File: config.mk
export PLATFORM = sky130hd
export DESIGN_NAME = fdc_dma_fifo
export DESIGN_NICKNAME = d
export VERILOG_FILES = /design/src/rtl/fdc_fifo_pkg.sv /design/src/rtl/fdc_fifo_store.sv /design/src/rtl/fdc_tc_qual.sv /design/src/rtl/fdc_dma_fsm.sv /design/src/rtl/fdc_dma_fifo.sv
export SDC_FILE = /design/constraint.sdc
export NUM_CORES = 1
export LEC_CHECK = 0
export ABC_AREA = 1
export BUFFER_PORTS_ARGS = -buffer_cell sky130_fd_sc_hd__buf_2
export CORE_UTILIZATION = 30
export DETAILED_ROUTE_END_ITERATION = 6
export GPL_TIMING_DRIVEN = 0
export PLACE_DENSITY = 0.54
export SLEW_MARGIN = 20
export SYNTH_ARGS = -nofsm -noshare
export SYNTH_HDL_FRONTEND = slang
export SYNTH_SLANG_ARGS = --single-unit
File: constraint.sdc
create_clock -name clk -period 8.05 [get_ports clk]
set_input_delay 0.805 -clock clk [delete_from_list [all_inputs] [get_ports clk]]
set_output_delay 0.805 -clock clk [all_outputs]
set_load 0.02 [all_outputs]
File: src/rtl/fdc_fifo_pkg.sv
package fdc_fifo_pkg;

    typedef enum logic [1:0] {
        IFM_AT   = 2'b00,
        IFM_PS2  = 2'b01,
        IFM_M30  = 2'b10,
        IFM_RSVD = 2'b11
    } if_mode_e;

    typedef enum logic [1:0] {
        ST_OFF,
        ST_IDLE,
        ST_REQ,
        ST_TAIL
    } dma_state_e;

endpackage

File: src/rtl/fdc_fifo_store.sv
module fdc_fifo_store #(
    parameter int DEPTH = 16,
    parameter int W     = 8,
    localparam int PTRW = $clog2(DEPTH),
    localparam int CNTW = PTRW + 1
) (
    input  logic            clk,
    input  logic            rst_n,
    input  logic            flush,
    input  logic            push,
    input  logic [W-1:0]    push_data,
    input  logic            pop,
    output logic [W-1:0]    pop_data,
    output logic [CNTW-1:0] level
);
    logic [W-1:0]    mem [DEPTH];
    logic [PTRW-1:0] wptr, rptr;
    logic [CNTW-1:0] cnt;

    always_ff @(posedge clk or negedge rst_n) begin
        if (!rst_n) begin
            wptr <= '0;
            rptr <= '0;
            cnt  <= '0;
        end else if (flush) begin
            wptr <= '0;
            rptr <= '0;
            cnt  <= '0;
        end else begin
            if (push) wptr <= wptr + PTRW'(1);
            if (pop)  rptr <= rptr + PTRW'(1);
            cnt <= cnt + CNTW'(push) - CNTW'(pop);
        end
    end

    always_ff @(posedge clk) begin
        if (push && !flush) mem[wptr] <= push_data;
    end

    assign pop_data = mem[rptr];
    assign level    = cnt;
endmodule

File: src/rtl/fdc_tc_qual.sv
module fdc_tc_qual
    import fdc_fifo_pkg::*;
(
    input  logic [1:0] if_mode,
    input  logic       dma_en,
    input  logic       dack_n,
    input  logic       tc_in,
    output logic       dack_act,
    output logic       tc_act,
    output logic       drq_oe,
    output logic       int_oe
);
    logic is_ps2, dma_ok, tc_lvl;

    always_comb begin
        is_ps2   = (if_mode_e'(if_mode) == IFM_PS2);
        dma_ok   = is_ps2 || dma_en;
        tc_lvl   = is_ps2 ? !tc_in : tc_in;
        dack_act = dma_ok && !dack_n;
        tc_act   = dack_act && tc_lvl;
        drq_oe   = dma_ok;
        int_oe   = dma_ok;
    end
endmodule

File: src/rtl/fdc_dma_fsm.sv
module fdc_dma_fsm
    import fdc_fifo_pkg::*;
#(
    parameter int CNTW = 5
) (
    input  logic            clk,
    input  logic            rst_n,
    input  logic            soft_rst,
    input  logic            exec_start,
    input  logic            tc_act,
    input  logic            dack_act,
    input  logic            strobe,
    input  logic            need,
    input  logic [CNTW-1:0] burst_init,
    output logic            drq,
    output logic            tc_done
);
    dma_state_e      state, nxt;
    logic [CNTW-1:0] burst, burst_nxt;
    logic            dack_prev;
    logic            last;

    always_ff @(posedge clk or negedge rst_n) begin
        if (!rst_n) begin
            state     <= ST_OFF;
            burst     <= '0;
            dack_prev <= 1'b0;
            tc_done   <= 1'b0;
        end else begin
            state     <= nxt;
            burst     <= burst_nxt;
            dack_prev <= dack_act;
            tc_done   <= tc_act && !soft_rst;
        end
    end

    always_comb begin
        nxt       = state;
        burst_nxt = burst;
        last      = (burst == CNTW'(1));
        if (strobe && burst != '0) burst_nxt = burst - CNTW'(1);
        unique case (state)
            ST_OFF:  ;
            ST_IDLE: if (need) begin
                         nxt       = ST_REQ;
                         burst_nxt = burst_init;
                     end
            ST_REQ:  if (strobe && last)
                         nxt = ST_IDLE;
                     else if (dack_act && !dack_prev && last)
                         nxt = ST_TAIL;
            ST_TAIL: if (strobe) nxt = ST_IDLE;
        endcase
        if (tc_act) nxt = ST_OFF;
        if (exec_start) begin
            nxt       = ST_IDLE;
            burst_nxt = '0;
        end
        if (soft_rst) begin
            nxt       = ST_OFF;
            burst_nxt = '0;
        end
    end

    always_comb begin
        drq = (state == ST_REQ);
    end
endmodule

File: src/rtl/fdc_dma_fifo.sv
module fdc_dma_fifo #(
    parameter int DEPTH = 16,
    parameter int W     = 8,
    localparam int PTRW = $clog2(DEPTH),
    localparam int CNTW = PTRW + 1
) (
    input  logic            clk,
    input  logic            rst_n,
    input  logic            soft_rst,
    input  logic            cfg_load,
    input  logic            cfg_fifo_en,
    input  logic [PTRW-1:0] cfg_thresh,
    input  logic            exec_start,
    input  logic            exec_dir_rd,
    input  logic [1:0]      if_mode,
    input  logic            dma_en,
    input  logic            host_rd,
    input  logic            host_wr,
    input  logic [W-1:0]    host_wdata,
    output logic [W-1:0]    host_rdata,
    input  logic            dack_n,
    input  logic            tc_in,
    input  logic            fmt_in_valid,
    input  logic [W-1:0]    fmt_in_data,
    input  logic            fmt_out_req,
    output logic [W-1:0]    fmt_out_data,
    output logic            drq,
    output logic            drq_oe,
    output logic            int_oe,
    output logic            tc_done,
    output logic            overrun,
    output logic            underrun,
    output logic [CNTW-1:0] fifo_level
);
    logic            en_q, dir_rd_q, ovr_q, unr_q;
    logic [PTRW-1:0] thr_q;
    logic [CNTW-1:0] level, cap, thr_eff, space, burst_init;
    logic            full, empty, push, pop, strobe, moved, need, flush;
    logic [W-1:0]    push_data, head;
    logic            dack_act, tc_act;

    always_ff @(posedge clk or negedge rst_n) begin
        if (!rst_n) begin
            en_q <= 1'b0; thr_q <= '0; dir_rd_q <= 1'b1;
            ovr_q <= 1'b0; unr_q <= 1'b0;
        end else if (soft_rst) begin
            en_q <= 1'b0; thr_q <= '0;
            ovr_q <= 1'b0; unr_q <= 1'b0;
        end else begin
            if (cfg_load) begin
                en_q  <= cfg_fifo_en;
                thr_q <= cfg_thresh;
            end
            if (exec_start) begin
                dir_rd_q <= exec_dir_rd;
                ovr_q    <= 1'b0;
                unr_q    <= 1'b0;
            end else begin
                if (dir_rd_q && fmt_in_valid && full)  ovr_q <= 1'b1;
                if (!dir_rd_q && fmt_out_req && empty) unr_q <= 1'b1;
            end
        end
    end

    always_comb begin
        cap        = en_q ? CNTW'(DEPTH) : CNTW'(1);
        thr_eff    = en_q ? (CNTW'(thr_q) + CNTW'(1)) : CNTW'(1);
        space      = cap - level;
        full       = (level >= cap);
        empty      = (level == '0);
        flush      = soft_rst || exec_start;
        push       = dir_rd_q ? (fmt_in_valid && !full) : (host_wr && !full);
        push_data  = dir_rd_q ? fmt_in_data : host_wdata;
        pop        = dir_rd_q ? (host_rd && !empty) : (fmt_out_req && !empty);
        strobe     = dir_rd_q ? host_rd : host_wr;
        moved      = strobe && (dir_rd_q ? !empty : !full);
        need       = dir_rd_q ? (ovr_q ? !empty : (level >= thr_eff))
                              : (!unr_q && (space >= thr_eff));
        burst_init = (dir_rd_q && ovr_q) ? CNTW'(1) : thr_eff;
    end

    fdc_fifo_store #(.DEPTH(DEPTH), .W(W)) u_store (
        .clk       (clk),
        .rst_n     (rst_n),
        .flush     (flush),
        .push      (push),
        .push_data (push_data),
        .pop       (pop),
        .pop_data  (head),
        .level     (level)
    );

    fdc_tc_qual u_tcq (
        .if_mode  (if_mode),
        .dma_en   (dma_en),
        .dack_n   (dack_n),
        .tc_in    (tc_in),
        .dack_act (dack_act),
        .tc_act   (tc_act),
        .drq_oe   (drq_oe),
        .int_oe   (int_oe)
    );

    fdc_dma_fsm #(.CNTW(CNTW)) u_fsm (
        .clk        (clk),
        .rst_n      (rst_n),
        .soft_rst   (soft_rst),
        .exec_start (exec_start),
        .tc_act     (tc_act),
        .dack_act   (dack_act),
        .strobe     (moved),
        .need       (need),
        .burst_init (burst_init),
        .drq        (drq),
        .tc_done    (tc_done)
    );

    assign host_rdata   = head;
    assign fmt_out_data = empty ? '0 : head;
    assign overrun      = ovr_q;
    assign underrun     = unr_q;
    assign fifo_level   = level;
endmodule

==> flow_summary.toml, run 1 <==
[status]
outcome = "completed"

[clocking]
path_clk_slew_ps = 70
root_buffer = "clkbuf_16"
numCtsBuffers = 17
clkSinkCount = 158
cts_resized = 0
worstSkewPairLatency_ps = 430
clock_path_buffers = 2
cts_setup_buffers = 0
cts_tree = "built"
holdBufCountCts = 0
htreeDepth = 4

[worst_hold_path]
hold_class = "in -> async"

[grt]
grt_antenna_before_repair = 0
grt_pass1_vias = 5127
grt_max_degree = 31
grtUsageTotal_pct = 16.2
grt_remaining_overflow = 0
grt_pass1_wl_mm = 31.0

[timing]
relSlewSlack_pct = 39.4
drv_slew = 0
hold_viol = 0
holdWs_ps = 434
finClkSkew_ps = 14.2
min_period_over_period_pct = 44.5
rsz0062_at_grt = "false"
period_needed_ps = 3580
fmax_mhz = 279
max_slew.worst_pin.slew_ps = 904
tns_ps = 0
setup_violations = 0

[critical_path]
crit_path_end_kind = "output port"
crit_arrival_ps = 2780
cp_max_fo = 10
max_stage_delay_ps = 600
slowest_stage = "o32ai_1"
critical_path_buf_inv_count = 3
cp_top_family = "compound AO/OA/AOI/OAI gates"
path_cells = "clkinv_1 -> clkbuf_1 -> nor2_1 -> o32ai_1 -> o211ai_1 -> a21oi_1 -> buf_2"
crit_path_start_kind = "register"
crit_required_ps = 7240
crit_type = "reg -> out"

[logic_synthesis]
synth_most_common_cell = "edfxtp_1"
yosys-top-cells-area = "edfxtp_1, dfrtp_1, nand2_1"
synth-edff-count = 128
syn_nets = 735
async_reset_ff_share_pct = 19.0
ys.flop_type = "edfxtp_1"
yosysTopAreaCell = "edfxtp_1"
synth_seq_area_share_pct = 61.4
synth_top_cell_area_share_pct = 51.4
synth_seq_cells = 158
yosys_warnings = 0
syn_area_um2 = 7480
synth_common_cells = "edfxtp_1, nand2_1, nor2_1"
syn-instance-count = 672
ys_types = 43
syn_area_per_cell_um2 = 11.1

[final_layout]
area_delta_synth_final_pct = 17.8
drive_above_1_share_pct = 17.6
regArea_um2 = 4600
multi_input_area_um2 = 2540
finalNetCount = 818
fillers = 2401
n_antenna_cell = 0
fin_area_um2 = 8820

[route]
via_per_inst = 4.84
drc_errors = 0
firstDrtPassIters = 4
drtIter0Drc = 456
detail_route.wirelength_mm = 19.9
vias = 5282
avgRoutedWirePerCell_um = 18.2
antenna_left = 0

[power]
finalPower_mw = 2.55
power.leakage_nw = 3.35
p_per_area_nw_per_um2 = 289
ir_drop_mv = 0.176

[die]
pin_count = 63
die_x_um = 160
start_util_pct = 30.7
row_count = 57
die_h_um = 160
dieArea_um2 = 25600
core_area_um2 = 24400

[place]
gp_congestion = 0.845
hpwl_mm = 13.8
post_dp_cell_area_um2 = 8240
place.port_buffers = 62

[run]
drv_cap = 0
## registers in the layout, summed over array words and instances (netlist names)
| name | flops |
|---|---|
| u_fsm.tc_done | 1 |
| underrun | 1 |
| u_store.wptr | 4 |
| dir_rd_q | 1 |
| en_q | 1 |
| u_fsm.burst | 5 |
| thr_q | 4 |
| u_fsm.state | 2 |
| u_store.mem | 128 |
| u_store.rptr | 4 |
| overrun | 1 |
| u_store.level | 5 |
| u_fsm.dack_prev | 1 |
## path summary, 6_finish.rpt
| path | startpoint | cells past startpoint | slack, ps | end |
|---|---|---|---|---|
| worst max register to register | u_store.level[3]$_DFF_PN0_ | 16 | 5050 | u_store.level[4]$_DFF_PN0_ |
| max in group asynchronous | rst_n | 1 | 7130 | u_store.wptr[0]$_DFFE_PN0P_ |
| worst min-delay path | rst_n | 1 | 430 | thr_q[1]$_DFFE_PN0P_ |
| worst min register to register | u_fsm.burst[4]$_DFF_PN0_ | 2 | 560 | u_fsm.burst[4]$_DFF_PN0_ |
| min in group clk | u_fsm.burst[4]$_DFF_PN0_ | 2 | 560 | u_fsm.burst[4]$_DFF_PN0_ |
| worst max-delay path | u_store.rptr[0]$_DFFE_PN0P_ | 7 | 4470 | fmt_out_data[0] |
## cell type report
| type | count | area share, % |
|---|---|---|
| Multi-Input combinational cell | 427 | 28.8 |
| Clock inverter | 14 | 1.76 |
| Sequential cell | 158 | 52.1 |
| Clock buffer | 18 | 4.87 |
| Tap cell | 324 | 4.60 |
| Timing Repair Buffer | 64 | 3.69 |
| Buffer | 26 | 1.39 |
| Inverter | 61 | 2.75 |
## routing by layer
layer	track usage, %	wire [um]	up-vias
li1	-	-	2542
met1	23.4	9560	2550
met2	24.3	8850	173
met3	3.92	1260	17
met4	3.72	221	0
met5	0	0	-
## cell families (layout without fill, tap and decap cells)
kind of cell / count (synthesis) / count (layout) / share of synthesized area [%]
simple gates: 247 / 247 / 14.5
flops: 158 / 158 / 61.4
compound gates: 123 / 123 / 10.7
buf+inv: 87 / 183 / 4.88
fa+ha+maj: 27 / 27 / 4.61
mux: 23 / 23 / 3.08
xor+xnor: 7 / 7 / 0.819
## metrics by stage
| step | instances | util (%) | worst slack (ps) |
|---|---|---|---|
| after floorplan | 672 | - | 5360 |
| after global placement | 1058 | 33.6 | 4870 |
| after detailed placement | 1060 | 33.8 | 4980 |
| after CTS | 1092 | 36.2 | 4510 |
| after global routing | 1092 | 36.2 | 4380 |
| final | 1092 | 36.2 | 4470 |
## power by group
group	total, mW	switching, mW	internal, mW	leakage, nW
sequential	0.954	0.0274	0.927	1.56
clock	0.808	0.346	0.462	0.277
combinational	0.789	0.535	0.254	1.51
## cell usage in the layout, fill, tap and decap left out, drive strengths merged, types with 9 or more instances in the layout
cell    count
edfxtp    128
nand2     108
nor2       93
buf        72
inv        62
o21ai      49
clkbuf     36
dfrtp      29
a21oi      29
nand3      27
ha         26
mux2i      23
o221ai     23
o211ai      9
No activity file was read; power rests on OpenSTA's default activity.
==> run 2, diff against run 1 <==
--- a/config.mk
+++ b/config.mk
@@ -10,7 +10,7 @@
 export CORE_UTILIZATION = 30
 export DETAILED_ROUTE_END_ITERATION = 6
 export GPL_TIMING_DRIVEN = 0
-export PLACE_DENSITY = 0.54
+export PLACE_DENSITY = 0.55
 export SLEW_MARGIN = 20
 export SYNTH_ARGS = -nofsm -noshare
 export SYNTH_HDL_FRONTEND = slang
==> constraint.sdc (replaced) <==
create_clock -name clk -period 3 [get_ports clk]
set_input_delay 0.3 -clock clk [delete_from_list [all_inputs] [get_ports clk]]
set_output_delay 0.3 -clock clk [all_outputs]
set_load 0.02 [all_outputs]
==> run 2 against run 1 <==
  * Die area unchanged
  * Via count shrank 0.40%
  * Routed wire length down 0.78%
  * Highest routed layer unchanged
==> flow_summary.toml, run 2 (synthesis results as in run 1) <==
[final_layout]
n_antenna_cell = 0
area_delta_synth_final_pct = 18.6
finalNetCount = 818
largest_register_ffs = 128
final-instance-count-excl-fill = 1092
mostFrequentLayoutCell = "edfxtp_1"
fin_area_um2 = 8880
drive_above_1_share_pct = 19.7
multi_input_area_um2 = 2570
postLayoutCoreUtil_pct = 36.4
regMostFlops = "u_store.mem"
fillers = 2427
most-common-layout-cells = "edfxtp_1, nand2_1, nor2_1"
regArea_um2 = 4600

[place]
dp.cells = 1059
gp_congestion = 0.885
hpwl_mm = 13.7
post-place-ws_ps = 2.69
place.port_buffers = 62
post_dp_cell_area_um2 = 8230

[critical_path]
crit_type = "reg -> out"
path_cells = "buf_2 -> buf_4 -> nor2_1 -> o32ai_1 -> o211ai_1 -> a21oi_1 -> buf_2"
path_depth = 7
cp_max_fo = 10
crit_path_end_kind = "output port"
max_stage_delay_ps = 630
crit_arrival_ps = 2620
crit_path_start_kind = "register"
slowest_stage = "o32ai_1"
cp_top_family = "compound AO/OA/AOI/OAI gates"
crit_top_cell = "buf_2"
crit_required_ps = 2700
critical_path_buf_inv_count = 3
reg2reg_depth = 10

[timing]
period_needed_ps = 2920
tns_ps = 0
setup_slack_ps = 82.1
holdWs_ps = 61.7
drv_slew = 0
max_slew.worst_pin.slew_ps = 927
rsz0062_at_grt = "true"
fmax_mhz = 343
relSlewSlack_pct = 37.8
min_period_over_period_pct = 97.3
finClkSkew_ps = 9.75
setup_violations = 0
hold_viol = 0

[clocking]
numCtsBuffers = 17
cts_tree = "built"
path_clk_slew_ps = 60
htreeDepth = 4
worstSkewPairLatency_ps = 430
clkSinkCount = 158
cts_setup_buffers = 0
clock_path_buffers = 2
root_buffer = "clkbuf_16"

[route]
vias = 5261
antenna_left = 0
drc_errors = 0
drtIter0Drc = 407
firstDrtPassIters = 5
detail_route.wirelength_mm = 19.7
avgRoutedWirePerCell_um = 18.1
via_per_inst = 4.82

[grt]
grt_remaining_overflow = 0
grt_pass1_wl_mm = 30.5
grtUsageTotal_pct = 16.1
grt_pass1_vias = 5162
grt_max_degree = 31
grt_antenna_before_repair = 0

[die]
pin_count = 63
die_x_um = 160
core_area_um2 = 24400
start_util_pct = 30.7
row_count = 57
dieArea_um2 = 25600
die_h_um = 160

[power]
swShare_pct = 35.7
clockPowerShare_pct = 32.1
p_int_mw = 4.44
power.leakage_nw = 3.38
finalPower_mw = 6.91
p_switching_mw = 2.47
seq_power_share_pct = 37.1
p_comb_share_pct = 30.8
ir_drop_mv = 0.559
p_per_area_nw_per_um2 = 779

[run]
drv_cap = 0

[worst_hold_path]
hold_class = "in -> reg"
hold_depth = 2

[status]
outcome = "completed"
-- run 2: cell types whose count changed in the layout (fill, tap and decap cells not counted), moves of 2 or more --
cell,change
nor2_2,+8
clkbuf_2,+5
dfrtp_2,+2
inv_8,+3
nor2_1,-8
clkbuf_1,-5
dfrtp_1,-2
-- run 2: power groups by stage --
| stage | Combinational (mW) | Sequential [mW] | Clock [mW] |
|---|---|---|---|
| after CTS | 2.13 | 2.56 | 2.24 |
| after global placement | 2.09 | 2.61 | 0 |
| final | 2.13 | 2.56 | 2.22 |
| after detailed placement | 2.11 | 2.61 | 0 |
| after global routing | 2.39 | 2.57 | 2.35 |
| after floorplan | 1.47 | 2.62 | 0 |
-- run 2: final timing paths --
kind	startpoint	endpoint	slack, ps
worst max-delay path	u_store.rptr[0]$_DFFE_PN0P_	fmt_out_data[6]	80
worst min-delay path	dack_n	u_fsm.dack_prev$_DFF_PN0_	60
worst max register to register	u_store.level[1]$_DFF_PN0_	u_store.mem[1][3]$_DFFE_PP_	90
worst min register to register	u_fsm.burst[4]$_DFF_PN0_	u_fsm.burst[4]$_DFF_PN0_	560
max in group asynchronous	rst_n	u_store.level[2]$_DFF_PN0_	2000
min in group asynchronous	rst_n	thr_q[2]$_DFFE_PN0P_	480
-- run 2: final cells by class --
type,instances,share of cell area (%)
buffer,26,1.45
timing repair buffer,64,3.69
multi-input combinational,427,29.0
tap,324,4.57
sequential,158,51.8
clock inverter,14,1.95
clock buffer,18,4.84
inverter,61,2.73
-- run 2: what timing repair did --
action | CTS | global route
hold buffers | 1 | 0
resized for setup | 0 | 22
endpoints found under the setup margin | 0 | 90
hold endpoints to repair | 29 | 0
-- run 2: routing by layer --
metal | track usage [%] | up-vias | wire (um) | part of all wire [%]
met5 | 0 | - | 0 | 0
met4 | 4.72 | 0 | 333 | 1.7
met3 | 4.62 | 21 | 1390 | 7.1
met2 | 24.5 | 172 | 8960 | 45
met1 | 22.2 | 2525 | 9050 | 46
li1 | - | 2543 | - | -
